--- src/rtl/irq_vector_gen.sv ---
module irq_vector_gen #(
  parameter int NUM_EVT = 64,
  parameter int AW      = 32
) (
  input  logic               clk,
  input  logic               rst_n,
  input  logic [NUM_EVT-1:0] evt_i,
  input  logic               bus_we,
  input  logic [7:0]         bus_addr,
  input  logic [31:0]        bus_wdata,
  output logic [31:0]        bus_rdata,
  output logic               nrm_req_o,
  output logic               fst_req_o,
  output logic [AW-1:0]      nrm_vec_o,
  output logic [AW-1:0]      fst_vec_o
);
  localparam int NW = NUM_EVT / 32;
  localparam int IW = $clog2(NUM_EVT);

  logic [AW-1:0]      base_q;
  logic [1:0]         size_q;
  logic               raw_n_q, raw_f_q;
  logic [NUM_EVT-1:0] en_q, type_q, pnd_n_q, pnd_f_q;
  logic [NUM_EVT-1:0] cap_n, cap_f, rs_n, rs_f, qual_n, qual_f;
  logic [5:0]         widx;

  assign widx  = bus_addr[7:2];
  assign cap_n = evt_i & ~type_q;
  assign cap_f = evt_i & type_q;

  always_comb begin
    for (int i = 0; i < NUM_EVT; i++) begin
      rs_n[i] = bus_we && (widx == 6'(8 + i / 32))  && bus_wdata[i % 32];
      rs_f[i] = bus_we && (widx == 6'(16 + i / 32)) && bus_wdata[i % 32];
    end
  end

  always_ff @(posedge clk or negedge rst_n) begin
    if (!rst_n) begin
      base_q  <= '0;
      size_q  <= '0;
      raw_n_q <= 1'b0;
      raw_f_q <= 1'b0;
      en_q    <= '0;
      type_q  <= '0;
      pnd_n_q <= '1;
      pnd_f_q <= '1;
    end else begin
      if (bus_we && widx == 6'd0) base_q <= AW'(bus_wdata);
      if (bus_we && widx == 6'd1) {raw_f_q, raw_n_q, size_q} <= bus_wdata[3:0];
      for (int i = 0; i < NUM_EVT; i++) begin
        if (bus_we && widx == 6'(24 + i / 32)) en_q[i]   <= bus_wdata[i % 32];
        if (bus_we && widx == 6'(32 + i / 32)) type_q[i] <= bus_wdata[i % 32];
      end
      pnd_n_q <= (pnd_n_q | rs_n) & ~cap_n;
      pnd_f_q <= (pnd_f_q | rs_f) & ~cap_f;
    end
  end

  assign qual_n = ~pnd_n_q & (raw_n_q ? {NUM_EVT{1'b1}} : en_q);
  assign qual_f = ~pnd_f_q & (raw_f_q ? {NUM_EVT{1'b1}} : en_q);

  function automatic logic [IW:0] first_set(input logic [NUM_EVT-1:0] v);
    logic [IW:0] r;
    r = '0;
    for (int i = NUM_EVT - 1; i >= 0; i--)
      if (v[i]) r = {1'b1, IW'(i)};
    return r;
  endfunction

  logic [IW:0]   win_n, win_f;
  logic [2:0]    shamt;
  logic [AW-1:0] off_n, off_f;

  assign win_n     = first_set(qual_n);
  assign win_f     = first_set(qual_f);
  assign shamt     = {1'b0, size_q} + 3'd2;
  assign off_n     = (AW'(win_n[IW-1:0]) + AW'(1)) << shamt;
  assign off_f     = (AW'(win_f[IW-1:0]) + AW'(1)) << shamt;
  assign nrm_req_o = win_n[IW];
  assign fst_req_o = win_f[IW];
  assign nrm_vec_o = win_n[IW] ? base_q + off_n : base_q;
  assign fst_vec_o = win_f[IW] ? base_q + off_f : base_q;

  always_comb begin
    bus_rdata = '0;
    case (widx)
      6'd0: bus_rdata = 32'(base_q);
      6'd1: bus_rdata = {28'd0, raw_f_q, raw_n_q, size_q};
      6'd2: bus_rdata = 32'(nrm_vec_o);
      6'd3: bus_rdata = 32'(fst_vec_o);
      default: ;
    endcase
    for (int w = 0; w < NW; w++) begin
      if (widx == 6'(8 + w))  bus_rdata = pnd_n_q[w*32 +: 32];
      if (widx == 6'(16 + w)) bus_rdata = pnd_f_q[w*32 +: 32];
      if (widx == 6'(24 + w)) bus_rdata = en_q[w*32 +: 32];
      if (widx == 6'(32 + w)) bus_rdata = type_q[w*32 +: 32];
    end
  end

  AST_NRM_EMPTY_IS_BASE: assert property (@(posedge clk) disable iff (!rst_n)
    !nrm_req_o |-> nrm_vec_o == base_q);
  AST_FST_EMPTY_IS_BASE: assert property (@(posedge clk) disable iff (!rst_n)
    !fst_req_o |-> fst_vec_o == base_q);
  AST_NRM_REQ_OFF_BASE: assert property (@(posedge clk) disable iff (!rst_n)
    nrm_req_o |-> nrm_vec_o != base_q);
  AST_VEC_ALIGNED: assert property (@(posedge clk) disable iff (!rst_n)
    (((nrm_vec_o - base_q) | (fst_vec_o - base_q)) & ((AW'(4) << size_q) - AW'(1))) == '0);
  AST_NRM_CAPTURE: assert property (@(posedge clk) disable iff (!rst_n)
    rst_n |=> (pnd_n_q & $past(cap_n)) == '0);
  AST_FST_CAPTURE_WINS: assert property (@(posedge clk) disable iff (!rst_n)
    rst_n |=> (pnd_f_q & $past(cap_f)) == '0);
  AST_IDLE_HOLDS: assert property (@(posedge clk) disable iff (!rst_n)
    (rst_n && !bus_we && evt_i == '0) |=> ($stable(pnd_n_q) && $stable(pnd_f_q)));
endmodule

--- config.mk ---
export PLATFORM = sky130hd
export DESIGN_NAME = irq_vector_gen
export DESIGN_NICKNAME = d
export VERILOG_FILES = /design/src/rtl/irq_vector_gen.sv
export SDC_FILE = /design/constraint.sdc
export NUM_CORES = 1
export LEC_CHECK = 0
export ABC_AREA = 0
export BUFFER_PORTS_ARGS = -buffer_cell sky130_fd_sc_hd__buf_2
export CORE_MARGIN = 10
export CORE_UTILIZATION = 45
export CTS_CLUSTER_SIZE = 30
export DETAILED_ROUTE_END_ITERATION = 10
export SYNTH_ARGS = -nofsm -noshare
export SYNTH_HDL_FRONTEND = slang
export SYNTH_SLANG_ARGS = --single-unit
export TNS_END_PERCENT = 1
--- constraint.sdc ---
create_clock -name clk -period 9.5 [get_ports clk]
set_input_delay 1.425 -clock clk [delete_from_list [all_inputs] [get_ports clk]]
set_output_delay 1.425 -clock clk [all_outputs]
set_load 0.005 [all_outputs]
==> impl_summary.txt <==
----------------------------------------------------
[Worst setup path]
  Required time at the worst-slack endpoint ... 8080 ps
  Slack of the worst reg-to-reg path ... 8120 ps
  Worst setup path category ... flip-flop to output pin
  Endpoint of the lowest-slack register-to-register path ... raw_n_q$_DFFE_PN0P_
  Worst R2R Path Depth ... 2
  Startpoint of the worst register-to-register path ... raw_n_q$_DFFE_PN0P_
  Data arrival time of the critical path ... 7850 ps
  Critical Path End Type ... output pin
  Peak fanout along the critical path ... 49
  Category of the worst setup path launch point ... flip-flop

[Synthesis]
  Async set-or-reset flop fraction in the synthesized netlist ... between 90% and 100%
  Synthesized area divided by synthesized cell count ... 8.64 µm²
  Cell area after synthesis ... about 0.021 mm²
  Cell variety after synth ... 81
  EDFF count, synth ... 0
  Synthesized instance count ... 2,401
  Flip-flop and latch count after synthesis ... 292
  Proportion of synthesized chip area in sequential cells ... 36.0%
  Count of yosys warnings during synthesis ... 0
  Top_reg_cell synth ... dfrtp_1

[Global route]
  GRT Overall Usage ... 30.1%
  First-pass GRT wire length ... 129,000 µm
  Vias in the first global route ... 19,800
  Antenna violations before repair ... 3
  Largest net degree at the start of global routing ... a little over 80
  Global route overflow ... 0

[Die]
  Placeable core area ... 0.0455 mm²
  Site row count ... 78
  Boundary pin count ... a little over 200
  Initial cell density of the core ... 45.6%
  Die width ... between 200 and 250 µm
  Die Outline Area ... ~0.055 mm²
  Height of the die ... roughly 230 µm

[Detailed routing]
  Starting DRC count in detailed routing ... 2,711
  ANT nets after route ... 0
  Iteration count of the initial detailed-routing pass ... 8
  Routed length per instance ... 27.7 µm
  DR vias ... 20,900
  Vias per Instance ... 6.59
  Overall routed net length ... 87,600 µm
  Residual DRC ... 0

[Power and ir drop]
  Standby leakage power ... 0.00998 µW
  Areal power density over the cells ... 192 mW/mm²
  Final Power ... 4550 µW
  Peak ir drop on the vdd network ... 162 µV

[Status]
  Run status ... finished, final reports clean

[Placement]
  Number of buffers added on ports ... 202
  Instance area at placement ... approximately 0.022 mm²
  Instance count after placement with tap cells included ... ~3,100
  Post-DP HPWL ... 65,400 µm
  Final weighted congestion in routability-driven placement ... 1.02

[STA]
  Final sum of negative setup slack ... 0 ps
  Pin slew with the least headroom to its limit ... 1090 ps
  Relative slew slack ... 26.4%
  Hold violation count in the final report ... 0
  Post-route clock period utilization ... 97.6%
  WHS ... 428 ps
  Post-layout min period ... 9270 ps
  Endpoints failing setup ... 0
  Post-route clock skew ... 14.2 ps
  Setup repair after global routing missed its margin ... false
  Pins over their slew limit ... 0
  Achievable Freq ... 0.108 GHz

[Final layout]
  Final non-filler cell total ... roughly 3,200
  Nets@finish ... 2,679
  Final design area excluding fillers ... about 0.024 mm²
  Share of post-route cells with drive strength above 1 ... 26.0%
  Area growth, synth to finish ... 14.2%

[Job]
  Max-cap violation count ... 0

[Clock tree]
  Total CTS buffers ... 35
  H-tree depth ... 2
  CTS max path bufs ... 3
  Clock sinks ... just under 300
  Clock tree root buffer cell ... clkbuf_16
  Clock Pin Slew Worst Setup and Hold Paths ... approximately 60 ps
  Skew-Pair Late Insertion Delay ... approximately 560 ps
  Clock tree from TritonCTS ... yes
  Hold-fix buffers at CTS ... 0

[Worst hold path]
  Worst Min Path Start ... type_q[18]$_DFFE_PN0P_
  Type of the worst min-delay path ... flip-flop to flip-flop
  Worst hold path stage count ... 1
  Hold EP ... pnd_f_q[18]$_DFF_PN1_

----------------------------------------------------
## timing repair
action / CTS / global route
endpoints found under the setup margin: 0 / 9
resized for setup: 0 / 9
setup buffers: 0 / 1
## how the worst max path moves through the flow
stage | end | cells past startpoint | from
after global routing | bus_rdata[22] | 28 | raw_f_q$_DFFE_PN0P_
final | bus_rdata[26] | 24 | raw_n_q$_DFFE_PN0P_
after detailed placement | bus_rdata[28] | 23 | raw_n_q$_DFFE_PN0P_
after global placement | bus_rdata[24] | 23 | raw_n_q$_DFFE_PN0P_
after floorplan | bus_rdata[14] | 27 | raw_f_q$_DFFE_PN0P_
after CTS | bus_rdata[28] | 23 | raw_n_q$_DFFE_PN0P_
## synthesized netlist by cell type (all sizes together) (13+ instances only)
master,count,area share [%]
xor2,28,1.2
dfrtp,164,20
nand2,230,4.2
nor4,17,0.54
a221oi,44,1.9
a222oi,16,0.77
and3,14,0.42
dfstp,128,16
mux2,180,9.8
a221o,22,1.1
ha,30,1.8
nor2b,105,3.2
clkbuf,118,2.1
o211ai,16,0.58
inv,130,2.4
nand3,34,0.82
o21ai,87,2.1
nor2,148,2.7
mux2i,13,0.65
a211o,30,1.3
o221ai,26,1.1
xnor2,37,1.6
nor3,27,0.65
a31oi,18,0.54
a2111oi,14,0.59
a21oi,339,8.2
o21a,15,0.54
nand4,28,0.84
buf,40,0.78
a22oi,40,1.4
a211oi,69,2.5
o22ai,20,0.67
## registers in the layout, summed over array words and instances, names as in the netlist
| register | count |
|---|---|
| base_q | 32 |
| en_q | 64 |
| pnd_f_q | 64 |
| pnd_n_q | 64 |
| raw_f_q | 1 |
| raw_n_q | 1 |
| size_q | 2 |
| type_q | 64 |
## cells by family (layout without fill, tap and decap cells)
logic type | Yosys count | after routing | share of synthesized area, %
other | 2 | 12 | 0.0362
AND/OR/NAND/NOR | 665 | 665 | 15.5
AO/OA/AOI/OAI | 859 | 859 | 27.6
buffers and inverters | 289 | 446 | 5.29
adder cells (fa/ha/maj) | 32 | 32 | 2.00
flip-flops | 292 | 292 | 36.0
multiplexers | 197 | 197 | 10.9
XOR/XNOR | 65 | 65 | 2.74
## report_power, final
part	total [µW]	internal [µW]	switching, µW
registers	1610	1390	220
logic	1470	619	847
clock network	1480	902	575
## stage by stage
stage	setup slack, ps	utilization (%)
finish	229	52.1
global route	34.1	52.1
CTS	200	52.0
detailed placement	796	49.2
global placement	765	49.2
floorplan	2410	-
## final cells by class
class / instances / area (µm²)
fill: 4362 / 21800
multi-input combinational: 1828 / 12300
sequential: 292 / 7470
timing repair buffer: 252 / 1430
clock buffer: 48 / 997
tap: 600 / 751
inverter: 131 / 492
clock inverter: 15 / 243
antenna: 2 / 5.00
## worst max-delay path: stages, from the launching register on
cell and delay, ps:
dfrtp_4 710, buf_12 270, o21ba_2 240, a2111oi_0 430
o311ai_0 270, nor3_1 500, o21ai_0 350, nand3_1 220
and2_1 190, nor2_1 120, ha_1 240, nand3_1 130
xnor2_1 140, mux4_2 470, ha_1 350, a21o_1 130
a21oi_1 130, and3b_1 220, and2_1 160, a211o_2 450
a221o_1 450, o221a_2 280, a221oi_1 540, o31ai_1 130
buf_2 160
## routing by layer
metal | GRT usage, % | vias to the layer above | share of wire (%) | routed length (µm)
met2 | 43.9 | 1126 | 43 | 37300
met4 | 9.26 | 4 | 2.5 | 2220
met3 | 7.66 | 136 | 11 | 9740
met5 | 0 | - | 0.026 | 23
li1 | - | 9209 | - | -
met1 | 42.8 | 10400 | 44 | 38300
## cell usage in the layout, fill, tap and decap left out, types with 43 or more instances in the layout
cell        n
a21oi_1   337
nand2_1   230
buf_2     201
mux2_2    180
dfrtp_1   162
nor2_1    142
inv_1     130
dfstp_2   128
nor2b_1   105
o21ai_0    86
a211oi_1   68
buf_4      47
a221oi_1   43
Power figures use the tool's default switching activity.
